[src/rtl/baud_pkg.sv]
// Package baud_pkg
// Shared constants for the slot-mask baud generator, and the function that
// turns a 4-bit remainder into an evenly spread 16-bit stretch mask.
// Assumes exactly sixteen sub-bit periods per bit.
package baud_pkg;
    localparam int NSLOT  = 16;
    localparam int SLOT_W = $clog2(NSLOT);

    typedef logic [NSLOT-1:0] slot_mask_t;

    // Spread pattern per remainder, so that popcount equals the remainder
    function automatic slot_mask_t spread_mask(input logic [SLOT_W-1:0] frac);
        slot_mask_t m;
        case (frac)
            4'd0:    m = 16'h0000;
            4'd1:    m = 16'h0080;
            4'd2:    m = 16'h0808;
            4'd3:    m = 16'h0888;
            4'd4:    m = 16'h2222;
            4'd5:    m = 16'h4924;
            4'd6:    m = 16'h4a52;
            4'd7:    m = 16'h54aa;
            4'd8:    m = 16'h5555;
            4'd9:    m = 16'hd555;
            4'd10:   m = 16'hd5d5;
            4'd11:   m = 16'hddd5;
            4'd12:   m = 16'hdddd;
            4'd13:   m = 16'hdfdd;
            4'd14:   m = 16'hdfdf;
            default: m = 16'hffdf;
        endcase
        return m;
    endfunction
endpackage

[src/rtl/baud_frac_mask.sv]
// Module baud_frac_mask
// Selects the effective stretch mask: the raw slot mask, or the spread
// pattern built from a plain 4-bit remainder. Purely combinational.
module baud_frac_mask
    import baud_pkg::*;
(
    input  logic              frac_mode,
    input  slot_mask_t        slot_mask,
    input  logic [SLOT_W-1:0] frac_val,
    output slot_mask_t        eff_mask
);
    // Mode mux between the direct mask and the helper pattern
    always_comb begin
        if (frac_mode) eff_mask = spread_mask(frac_val);
        else           eff_mask = slot_mask;
    end
endmodule

[src/rtl/baud_cfg_shadow.sv]
// Module baud_cfg_shadow
// Holds the divisor and mask that govern the bit in progress. It follows
// the live inputs on every idle clock (reset or disabled) and otherwise
// reloads only at a bit boundary.
module baud_cfg_shadow
    import baud_pkg::*;
#(
    parameter int DIV_W = 8
) (
    input  logic             clk,
    input  logic             rst_n,
    input  logic             en,
    input  logic             bit_end,
    input  logic [DIV_W-1:0] div_in,
    input  slot_mask_t       mask_in,
    output logic [DIV_W-1:0] div_q,
    output slot_mask_t       mask_q
);
    logic load;

    // Load strobe: idle clocks and bit boundaries
    always_comb load = !rst_n || !en || bit_end;

    // Shadow registers, captured on the load strobe
    always_ff @(posedge clk) begin
        if (load) begin
            div_q  <= div_in;
            mask_q <= mask_in;
        end
    end
endmodule

[src/rtl/baud_tick_core.sv]
// Module baud_tick_core
// Counts reference clocks within a sub-bit period and sub-bit periods within
// a bit. It assumes that the divisor and mask inputs are stable for a whole bit.
module baud_tick_core
    import baud_pkg::*;
#(
    parameter int DIV_W = 8
) (
    input  logic              clk,
    input  logic              rst_n,
    input  logic              en,
    input  logic [DIV_W-1:0]  div_q,
    input  slot_mask_t        mask_q,
    output logic              os_tick,
    output logic              bit_tick,
    output logic [SLOT_W-1:0] slot_idx
);
    localparam int CNT_W = DIV_W + 1;
    localparam logic [SLOT_W-1:0] LAST_SLOT = SLOT_W'(NSLOT - 1);

    logic [CNT_W-1:0]  cnt_q;
    logic [CNT_W-1:0]  limit;
    logic [SLOT_W-1:0] slot_q;
    logic              period_end;

    // Terminal count for the current sub-bit period, including any stretch
    always_comb limit = {1'b0, div_q} + CNT_W'(mask_q[slot_q]);

    // End of a sub-bit period, qualified by run state
    always_comb period_end = rst_n && en && (cnt_q == limit);

    // Clock and slot counters, held at zero while idle
    always_ff @(posedge clk) begin
        if (!rst_n || !en) begin
            cnt_q  <= '0;
            slot_q <= '0;
        end else if (cnt_q == limit) begin
            cnt_q  <= '0;
            slot_q <= slot_q + 1'b1;
        end else begin
            cnt_q  <= cnt_q + 1'b1;
        end
    end

    // Output pulses and slot index
    always_comb begin
        os_tick  = period_end;
        bit_tick = period_end && (slot_q == LAST_SLOT);
        slot_idx = slot_q;
    end
endmodule

[src/rtl/baud_slot_gen.sv]
// Module baud_slot_gen (top)
// Fractional baud generator: 16 sub-bit periods per bit, each D+1 clocks
// plus one if its mask bit is set. It assumes a single clock domain and
// synchronous active-low reset. Configuration is taken while idle or at
// a bit boundary.
module baud_slot_gen
    import baud_pkg::*;
#(
    parameter int DIV_W = 8
) (
    input  logic              clk,
    input  logic              rst_n,
    input  logic              en,
    input  logic [DIV_W-1:0]  div_int,
    input  logic [NSLOT-1:0]  slot_mask,
    input  logic              frac_mode,
    input  logic [SLOT_W-1:0] frac_val,
    output logic              os_tick,
    output logic              bit_tick,
    output logic [SLOT_W-1:0] slot_idx
);
    slot_mask_t       eff_mask;
    slot_mask_t       mask_q;
    logic [DIV_W-1:0] div_q;

    baud_frac_mask u_mask (
        .frac_mode (frac_mode),
        .slot_mask (slot_mask),
        .frac_val  (frac_val),
        .eff_mask  (eff_mask)
    );

    baud_cfg_shadow #(.DIV_W(DIV_W)) u_shadow (
        .clk     (clk),
        .rst_n   (rst_n),
        .en      (en),
        .bit_end (bit_tick),
        .div_in  (div_int),
        .mask_in (eff_mask),
        .div_q   (div_q),
        .mask_q  (mask_q)
    );

    baud_tick_core #(.DIV_W(DIV_W)) u_core (
        .clk      (clk),
        .rst_n    (rst_n),
        .en       (en),
        .div_q    (div_q),
        .mask_q   (mask_q),
        .os_tick  (os_tick),
        .bit_tick (bit_tick),
        .slot_idx (slot_idx)
    );
endmodule

[config.mk]
export PLATFORM = sky130hd
export DESIGN_NAME = baud_slot_gen
export DESIGN_NICKNAME = d
export VERILOG_FILES = /design/src/rtl/baud_pkg.sv /design/src/rtl/baud_frac_mask.sv /design/src/rtl/baud_cfg_shadow.sv /design/src/rtl/baud_tick_core.sv /design/src/rtl/baud_slot_gen.sv
export SDC_FILE = /design/constraint.sdc
export NUM_CORES = 1
export LEC_CHECK = 0
export BUFFER_PORTS_ARGS = -buffer_cell sky130_fd_sc_hd__buf_2
export CORE_ASPECT_RATIO = 0.8
export CORE_MARGIN = 2
export CORE_UTILIZATION = 55
export DETAILED_ROUTE_END_ITERATION = 8
export MAX_ROUTING_LAYER = met4
export PLACE_DENSITY = 0.84
export SLEW_MARGIN = 10
export SYNTH_ARGS = -nofsm -noshare
export SYNTH_HDL_FRONTEND = slang
export SYNTH_SLANG_ARGS = --single-unit
[constraint.sdc]
create_clock -name clk -period 6.3 [get_ports clk]
set_input_delay 1.26 -clock clk [delete_from_list [all_inputs] [get_ports clk]]
set_output_delay 1.26 -clock clk [all_outputs]
set_load 0.005 [all_outputs]
==> reports/results.ini, run 1 <==
[global_routing]
antenna_found_initial = 0
grt_use_total_pct = 21.2
grt_max_degree = 26
grt_pass1_vias = 1431
grt_pass1_wl_um = 6630
grt_overflow = 0

[routing]
avgViaCountPerCell = 5.63
drtIter0Drc = 105
drtAntennaViolNets = 0
vias = 1548
drt_pass1_iterations = 4
wl_per_cell_um = 15.0
drc = 0
finalWirelength_um = 4130

[floorplanning]
die_y_um = 59.5
num_io_pins = 38
dieArea_mm2 = 0.00436
coreArea_mm2 = 0.00375
placementRows = 20
start_util_pct = 56.4
die_x_um = 73.3

[critical_path]
cp_max_fo = 9
setup.worst_path.start_class = register
cp-end-kind = output pin
critical_path_arrival_ns = 3.80
cp.required_ns = 5.04
critPathKind = reg -> out

[power]
power.share.clock_pct = 37.9
p_int_mw = 0.432
seqPwrFrac_pct = 51.0
p_per_area_mw_per_mm2 = 227
swShare_pct = 22.1
power_leakage_nw = 0.987
combPwrFrac_pct = 11.1
p_sw_mw = 0.123
peakVddDrop_mv = 0.108

[sta]
worstMarginPinSlew_ns = 1.19
fin_tns_setup_ns = 0
max_freq_ghz = 0.197
period_minus_slack_ns = 5.06
rsz0062_at_grt = false
setup_viol = 0
finalHoldViolations = 0
worst_clock_skew_ns = 0.00368
finalCritPeriodShare_pct = 80.4
slew-limit-headroom_pct = 20.8
report.final.slew_viol_count = 0

[finish]
most-common-layout-cells = buf_2 (37), edfxtp_1 (24), nand2_1 (18), dfxtp_1 (13)
final_common_cell = buf_2
seq_area_um2 = 981
multi_input_area_mm2 = 0.00106
n_fill_cell = 295
final_util_pct = 65.1
area_growth_pct = 15.6
drive_gt1_share_pct = 26.4
final_nets = 272
n_antenna_cell = 0

[yosys]
ys_seq_elements = 37
synth_edf_count = 24
ys.flop_type = edfxtp_1
synth-seq-area-share_pct = 46.4
ys_warn_count = 0
syn_area_per_cell_um2 = 10.9
synth_cells = 195
synth.net_count = 237
ys_types = 45
synth.cell_area_mm2 = 0.00212
async_flop_share_pct = 0

[clock_network]
holdBufCountCts = 0
clockBufferDepth = 2
htree_levels = 2
cts_tree = done
clkLatencyLatePin_ns = 0.29
cts_resized = 0
clk_pin_slew_worst_paths_ns = 0.07
post_cts_buffers = 0
cts_buffers = 5
clock_sinks = 37
root_buffer = clkbuf_8

[placement]
dpl.hpwl_um = 3130
gp_congestion = 0.904
port_buffers = 37

[run]
drv_cap = 0

[hold_path]
holdCritPathClass = reg -> reg

[status]
status = finished clean

power groups by stage:
stage	clock network [mW]	registers [mW]	logic [mW]
detailed placement	0	0.288	0.0611
finish	0.211	0.283	0.0615
global route	0.223	0.284	0.0682
floorplan	0	0.284	0.0425
global placement	0	0.287	0.0584
CTS	0.216	0.283	0.0614
Yosys cell counts (all sizes together), types with 6 or more instances:
cell,instances,area (um2)
nor2,12,45.0
o21a,7,52.6
ha,10,125
clkbuf,6,22.5
inv,12,45.0
xnor2,6,52.6
o21ai,10,50.0
dfxtp,13,260
nand2,18,67.6
edfxtp,24,721
xor2,10,95.1
nand3,10,50.1
per-layer routing:
layer / track usage (%) / vias up / part of all wire (%) / routed length (um)
li1: - / 776 / - / -
met1: 29.8 / 716 / 49 / 2010
met2: 30.6 / 52 / 44 / 1830
met3: 3.06 / 4 / 5.3 / 217
met4: 9.35 / 0 / 1.7 / 69
met5: - / - / 0 / 0
critical path, stage by stage (launching register included):
cell and delay, ns:
dfxtp_1 0.58, mux4_2 0.56, mux4_2 0.48, ha_1 0.21, ha_1 0.29, xnor2_1 0.16
o211a_1 0.15, nand3_1 0.21, or4_4 0.61, nor3_2 0.15, buf_2 0.12
worst paths after layout:
kind                 startpoint                  to  slack (ns)  cells after the start
max          u_core.slot_idx[0]            bit_tick        1.24                     10
min          u_core.slot_idx[3]  u_core.slot_idx[3]        0.53                      2
max reg2reg  u_core.slot_idx[0]   u_shadow.div_q[1]        1.72                      9
min reg2reg  u_core.slot_idx[3]  u_core.slot_idx[3]        0.53                      2
final cells by class:
cell class                      instances  area share (%)
Multi-Input combinational cell        137            43.3
Inverter                               12            1.84
Tap cell                               44            2.25
Sequential cell                        37            40.1
Timing Repair Buffer                   37            7.57
Clock buffer                            6            3.38
Clock inverter                          2            1.54
registers in the layout, indices dropped and copies added (netlist names):
signal and count:
u_core.cnt_q 9, u_core.slot_idx 4, u_shadow.mask_q 16, u_shadow.div_q 8
metrics by stage:
step	setup slack (ns)	cells	cell area [um2]	total power, mW	hold WS, ns
3_3_place_gp	1.66	267	2320	0.346	0.506
2_1_floorplan	1.60	195	2120	0.327	0.463
6_report	1.24	275	2440	0.555	0.528
3_5_place_dp	1.55	267	2320	0.349	0.517
5_1_grt	1.08	275	2440	0.575	0.562
4_1_cts	1.21	275	2440	0.560	0.527
kinds of logic after synthesis:
group,after synthesis,synth area share [%]
buffers and inverters,21,3.78
AND/OR/NAND/NOR,65,15.8
XOR/XNOR,16,6.98
flip-flops,37,46.4
AO/OA/AOI/OAI,34,12.4
multiplexers,12,8.75
adder cells (fa/ha/maj),10,5.91
No activity file was read; power rests on OpenSTA's default activity.
==> run 2, diff against run 1 <==
--- a/config.mk
+++ b/config.mk
@@ -5,13 +5,14 @@
 export SDC_FILE = /design/constraint.sdc
 export NUM_CORES = 1
 export LEC_CHECK = 0
+export ABC_AREA = 1
 export BUFFER_PORTS_ARGS = -buffer_cell sky130_fd_sc_hd__buf_2
 export CORE_ASPECT_RATIO = 0.8
 export CORE_MARGIN = 2
-export CORE_UTILIZATION = 55
+export CORE_UTILIZATION = 50
 export DETAILED_ROUTE_END_ITERATION = 8
 export MAX_ROUTING_LAYER = met4
-export PLACE_DENSITY = 0.84
+export PLACE_DENSITY = 0.8
 export SLEW_MARGIN = 10
 export SYNTH_ARGS = -nofsm -noshare
 export SYNTH_HDL_FRONTEND = slang
==> constraint.sdc (replaced) <==
create_clock -name clk -period 4.35 [get_ports clk]
set_input_delay 0.87 -clock clk [delete_from_list [all_inputs] [get_ports clk]]
set_output_delay 0.87 -clock clk [all_outputs]
set_load 0.005 [all_outputs]
==> reports/results.ini, run 2 <==
[placement]
pre_cts_ws_ns = 0.585  ; -0.961 ns
dpl.hpwl_um = 3360  ; +7.2%
placed_cells = 366  ; +37%
gp_congestion = 0.902  ; -0.17%
port_buffers = 37  ; unchanged

[sta]
layout_setup_ws_ns = 0.436  ; -0.799 ns
fin_tns_setup_ns = 0  ; unchanged
report.final.slew_viol_count = 0  ; unchanged
slew-limit-headroom_pct = 72.2  ; +51 points
rsz0062_at_grt = false
finalHoldViolations = 0  ; unchanged
finalCritPeriodShare_pct = 90.0
worst_clock_skew_ns = 0.00890  ; +0.00523 ns
hold_slack_ns = 0.506  ; -0.0227 ns
period_minus_slack_ns = 3.91
worstMarginPinSlew_ns = 0.414  ; -0.773 ns
max_freq_ghz = 0.255
setup_viol = 0  ; unchanged

[power]
swShare_pct = 23.6  ; +1.6 points
power.share.clock_pct = 37.5  ; -0.4 points
p_int_mw = 0.604  ; +40%
p_per_area_mw_per_mm2 = 314  ; +38%
peakVddDrop_mv = 0.194  ; +79%
combPwrFrac_pct = 10.8  ; -0.3 points
p_sw_mw = 0.187  ; +53%
seqPwrFrac_pct = 51.7  ; +0.7 points
power_leakage_nw = 1.18  ; +19%

[routing]
vias = 1849  ; +19%
drt_pass1_iterations = 4  ; unchanged
drtIter0Drc = 131  ; +25%
finalWirelength_um = 4320  ; +4.7%
drc = 0  ; unchanged
drtAntennaViolNets = 0  ; unchanged
avgViaCountPerCell = 4.94  ; -12%
wl_per_cell_um = 11.6  ; -23%

[clock_network]
holdBufCountCts = 0  ; unchanged
post_cts_buffers = 0  ; unchanged
root_buffer = clkbuf_8
clock_sinks = 37  ; unchanged
htree_levels = 2  ; unchanged
clk_pin_slew_worst_paths_ns = 0.07  ; about the same
clkLatencyLatePin_ns = 0.29  ; about the same
clockBufferDepth = 2  ; unchanged
cts_tree = done
cts_buffers = 5  ; unchanged
cts_resized = 0  ; unchanged

[critical_path]
cp.required_ns = 3.48  ; -1.56 ns
critPathKind = reg -> out
path_common_cell = nand2_1
cp_max_fo = 13  ; +4
critPathTopFamily = simple AND/OR/NAND/NOR gates
critical_path.max_stage_delay_ns = 0.45  ; -0.16 ns
crit_chain = inv_1 > o21ai_0 > o22ai_1 > o211ai_1 > nand3_1 > ha_1 > ha_1 > inv_1 > nand2_1 > nand2_1 > nor2_1 > nand2_1 > nor2_1 > nand2_1 > nor2_2 > nand3_4 > nor3b_2 > buf_2
critical_path_arrival_ns = 3.04  ; -0.76 ns
setup.worst_path.start_class = register
path_buf_inv = 3  ; +2
cp-end-kind = output pin
slowest_stage = dfxtp_2

[finish]
reg_top3 = u_shadow.mask_q (16), u_core.cnt_q (9), u_shadow.div_q (8)
most-common-layout-cells = nand2_1 (90), buf_2 (37), inv_1 (33), nor2_1 (29), edfxtp_1 (24)
final_nets = 358  ; +32%
area_growth_pct = 16.8
n_fill_cell = 398  ; +35%
max_flop_register = u_shadow.mask_q
n_antenna_cell = 0  ; unchanged
seq_area_um2 = 982  ; +0.13%
drive_gt1_share_pct = 17.7  ; -8.7 points
final_util_pct = 60.7  ; -4.5 points
largest_reg_flops = 16  ; unchanged
fin_cells = 374  ; +36%
final_common_cell = nand2_1
multi_input_area_mm2 = 0.00103  ; -2.7%

[floorplanning]
placementRows = 21  ; +5.0%
num_io_pins = 38  ; unchanged
coreArea_mm2 = 0.00415  ; +11%
die_x_um = 77.4  ; +5.6%
die_y_um = 62.7  ; +5.5%
dieArea_mm2 = 0.00486  ; +11%
start_util_pct = 52.0  ; -4.4 points

[yosys]
synth_edf_count = 24  ; unchanged
synth-seq-area-share_pct = 45.5  ; -0.89 points
synth_cells = 275  ; +41%
ys_warn_count = 0  ; unchanged
yosysMostFrequentCell = nand2_1
ys_types = 29  ; -36%
synth.area.top_cells = edfxtp_1 (33%), nand2_1 (16%), dfxtp_1 (12%)
ys_seq_elements = 37  ; unchanged
synth_common_cells = nand2_1 (90), inv_1 (33), nor2_1 (29)
synth.cell_area_mm2 = 0.00216  ; +2.0%
ys.flop_type = edfxtp_1
yosys.area.top_type = edfxtp_1
synth.net_count = 317  ; +34%
yosysTopAreaCellShare_pct = 33.4  ; -0.65 points
async_flop_share_pct = 0  ; unchanged
syn_area_per_cell_um2 = 7.84  ; -28%

[global_routing]
busiest_layer = met2
grt_use_total_pct = 19.8  ; -1.3 points
use_met2_pct = 32.8  ; +2.2 points
use_met3_pct = 3.61  ; +0.55 points
grt_pass1_wl_um = 7380  ; +11%
grt_pass1_vias = 1747  ; +22%
grt_use_met1_pct = 23.8  ; -6.0 points
antenna_found_initial = 0  ; unchanged
grt_max_degree = 25  ; -3.8%
grt_overflow = 0  ; unchanged

[hold_path]
holdCritPathClass = reg -> reg

[run]
drv_cap = 0  ; unchanged

[status]
status = finished clean

run 2: cell count changes after synthesis, sizes merged, moves of 4 or more:
cell    previous run  this run
nand2             18        91
inv               12        33
nor2              12        33
o21a               7         0
a21oi              4         9
and3               5         0
mux2i              5         0
mux4               5         0
nand3             10        15
nand2b             4         0
o21ai             10        14
xnor2              6         2
xor2              10         6
run 2: kinds of logic (layout without fill, tap and decap cells):
| kind of cell | count (synthesis) | after routing | share of synthesized area [%] |
|---|---|---|---|
| XOR/XNOR | 8 | 8 | 3.25 |
| flip-flops | 37 | 37 | 45.5 |
| AO/OA/AOI/OAI | 35 | 35 | 9.45 |
| adder cells (fa/ha/maj) | 10 | 10 | 5.80 |
| AND/OR/NAND/NOR | 147 | 147 | 29.1 |
| buffers and inverters | 38 | 80 | 6.96 |
run 2: per-stage QoR:
stage,power (mW),instance area (um2)
2_1_floorplan,0.469,2160
3_3_place_gp,0.500,2400
3_5_place_dp,0.502,2400
4_1_cts,0.799,2520
5_1_grt,0.830,2520
6_report,0.791,2520
run 2: area by class of cell:
cell class | instances | area share (%)
clock buffers | 5 | 2.73
clock inverters | 3 | 1.84
inverters | 34 | 5.07
multi-input cells | 200 | 40.9
flip-flops and latches | 37 | 39.0
well taps | 57 | 2.83
repair buffers | 38 | 7.65
run 2: worst paths after layout:
path                       from                 to  slack, ns  depth (start not counted)
max          u_core.slot_idx[0]           bit_tick       0.44                         18
min             u_core.cnt_q[0]    u_core.cnt_q[0]       0.51                          1
max reg2reg  u_core.slot_idx[0]  u_shadow.div_q[2]       1.12                         18
min reg2reg     u_core.cnt_q[0]    u_core.cnt_q[0]       0.51                          1
run 2: power by group through the flow:
| stage | Combinational [mW] | Sequential, mW | Clock (mW) |
|---|---|---|---|
| 6_report | 0.0857 | 0.409 | 0.296 |
| 5_1_grt | 0.0992 | 0.411 | 0.319 |
| 4_1_cts | 0.0858 | 0.409 | 0.304 |
| 3_5_place_dp | 0.0849 | 0.417 | 0 |
| 3_3_place_gp | 0.0826 | 0.417 | 0 |
| 2_1_floorplan | 0.0559 | 0.413 | 0 |
run 2: routing by layer:
metal  share of wire (%)  wire length [um]
met1                  46              1990
met2                  47              2030
met3                 5.3               227
met4                 1.8                79
met5                   0                 0
==> run 3, diff against run 2 <==
--- a/config.mk
+++ b/config.mk
@@ -11,6 +11,7 @@
 export CORE_MARGIN = 2
 export CORE_UTILIZATION = 50
 export DETAILED_ROUTE_END_ITERATION = 8
+export GPL_TIMING_DRIVEN = 0
 export MAX_ROUTING_LAYER = met4
 export PLACE_DENSITY = 0.8
 export SLEW_MARGIN = 10
==> reports/results.ini, run 3 (synthesized netlist as in run 2, its figures left out) <==
[finish]
max_flop_register = u_shadow.mask_q
final_util_pct = 60.5  ; -0.21 points
most-common-layout-cells = nand2_1 (90), buf_2 (36), inv_1 (33), nor2_1 (29), edfxtp_1 (24)
final_nets = 361  ; +0.84%
fin_cells = 377  ; +0.80%
reg_top3 = u_shadow.mask_q (16), u_core.cnt_q (9), u_shadow.div_q (8)
largest_reg_flops = 16  ; unchanged
n_fill_cell = 395  ; -0.75%
drive_gt1_share_pct = 16.9  ; -0.79 points
n_antenna_cell = 0  ; unchanged
final_common_cell = nand2_1
area_growth_pct = 16.4
multi_input_area_mm2 = 0.00103  ; unchanged
seq_area_um2 = 981  ; -0.13%

[clock_network]
cts_resized = 0  ; unchanged
root_buffer = clkbuf_8
cts_buffers = 5  ; unchanged
post_cts_buffers = 0  ; unchanged
clkLatencyLatePin_ns = 0.29  ; about the same
holdBufCountCts = 0  ; unchanged
htree_levels = 2  ; unchanged
clk_pin_slew_worst_paths_ns = 0.07  ; about the same
clock_sinks = 37  ; unchanged
clockBufferDepth = 2  ; unchanged
cts_tree = done

[critical_path]
critPathTopFamily = simple AND/OR/NAND/NOR gates
critical_path_arrival_ns = 3.16  ; +0.12 ns
crit_chain = inv_1 > o21ai_0 > o22ai_1 > o211ai_1 > nand3_1 > ha_1 > ha_1 > inv_1 > nand2_1 > nand2_1 > nor2_1 > nand2_1 > nor2_1 > nand2_1 > nor2_2 > nand3_4 > nor3b_2 > buf_2
path_buf_inv = 3  ; unchanged
cp-end-kind = output pin
cp.required_ns = 3.48  ; about the same
critPathKind = reg -> out
path_common_cell = nand2_1
slowest_stage = dfxtp_1
setup.worst_path.start_class = register
cp_max_fo = 9  ; -4
critical_path.max_stage_delay_ns = 0.39  ; -0.06 ns

[sta]
max_freq_ghz = 0.248  ; -3.0%
rsz0062_at_grt = false
report.final.slew_viol_count = 0  ; unchanged
finalHoldViolations = 0  ; unchanged
period_minus_slack_ns = 4.03  ; +0.121 ns
finalCritPeriodShare_pct = 92.8  ; +2.8 points
worstMarginPinSlew_ns = 0.733  ; +0.319 ns
slew-limit-headroom_pct = 51.1  ; -21 points
worst_clock_skew_ns = 0.00461  ; -0.00429 ns
setup_viol = 0  ; unchanged
hold_slack_ns = 0.491  ; -0.0152 ns

[floorplanning]
placementRows = 21  ; unchanged
die_x_um = 77.4  ; unchanged
dieArea_mm2 = 0.00486  ; unchanged
die_y_um = 62.7  ; unchanged
num_io_pins = 38  ; unchanged
coreArea_mm2 = 0.00415  ; unchanged
start_util_pct = 52.0  ; unchanged

[status]
status = finished clean

[placement]
port_buffers = 36  ; -2.7%
placed_cells = 369  ; +0.82%
gp_congestion = 0.932  ; +3.3%
dpl.hpwl_um = 3610  ; +7.4%

[global_routing]
grt_pass1_vias = 1869  ; +7.0%
grt_max_degree = 14  ; -44%
antenna_found_initial = 0  ; unchanged
grt_use_total_pct = 21.9  ; +2.1 points
grt_pass1_wl_um = 8160  ; +11%
grt_overflow = 0  ; unchanged

[routing]
drtAntennaViolNets = 0  ; unchanged
finalWirelength_um = 4750  ; +9.8%
drc = 0  ; unchanged
avgViaCountPerCell = 5.19  ; +5.1%
drt_pass1_iterations = 5  ; +1
drtIter0Drc = 178  ; +36%
vias = 1958  ; +5.9%
wl_per_cell_um = 12.6  ; +9.0%

[hold_path]
holdCritPathClass = reg -> reg

[run]
drv_cap = 0  ; unchanged

[power]
peakVddDrop_mv = 0.158  ; -19%
p_per_area_mw_per_mm2 = 292  ; -7.1%
p_total_mw = 0.732  ; -7.4%
power_leakage_nw = 1.18  ; about the same

==> run 3: cell type report <==
type / instances / area share (%)
Multi-Input combinational cell: 200 / 41.0
Sequential cell: 37 / 39.1
Timing Repair Buffer: 37 / 7.78
Inverter: 34 / 5.08
Clock buffer: 6 / 2.89
Tap cell: 57 / 2.84
Buffer: 4 / 0.897
Clock inverter: 2 / 0.399
==> run 3: final timing paths <==
| check | cells past startpoint | endpoint | slack (ns) | start |
|---|---|---|---|---|
| hold / removal | 1 | u_core.cnt_q[0] | 0.49 | u_core.cnt_q[0] |
| setup reg to reg | 18 | u_shadow.mask_q[11] | 0.65 | u_core.slot_idx[0] |
| hold reg to reg | 1 | u_core.cnt_q[0] | 0.49 | u_core.cnt_q[0] |
| setup / recovery | 18 | bit_tick | 0.32 | u_core.slot_idx[0] |
==> run 3: through the flow <==
stage	setup TNS [ns]	instance area [um2]	setup WS, ns
6_report	0	2510	0.315
5_1_grt	0	2510	0.00674
4_1_cts	0	2510	0.297
3_5_place_dp	0	2430	0.618
3_3_place_gp	-23.14	2410	-0.965
2_1_floorplan	0	2160	0.0256
==> run 3: power by group <==
part | switching (mW) | internal, mW
registers | 0.0101 | 0.398
logic | 0.0559 | 0.0353
clock network | 0.122 | 0.111
total | 0.188 | 0.544
==> run 3: worst register-to-register path, stage by stage, from the launching register on <==
cell and delay, ns:
dfxtp_1 0.39, inv_1 0.16, o21ai_0 0.21, o22ai_1 0.10, o211ai_1 0.17, nand3_1 0.13, ha_1 0.23, ha_1 0.31
inv_1 0.05, nand2_1 0.05, nand2_1 0.05, nor2_1 0.15, nand2_1 0.08, nor2_1 0.08, nand2_1 0.08, nor2_2 0.16
nand3_4 0.16, o21ai_2 0.61, buf_8 0.24
==> run 3: layer usage <==
layer  up-vias  GRT usage [%]  wire length (um)
met5         -              -                 0
li1        983              -                 -
met3        13           3.03               261
met1       882           26.3              2120
met4         0           10.3               122
met2        80           36.7              2240
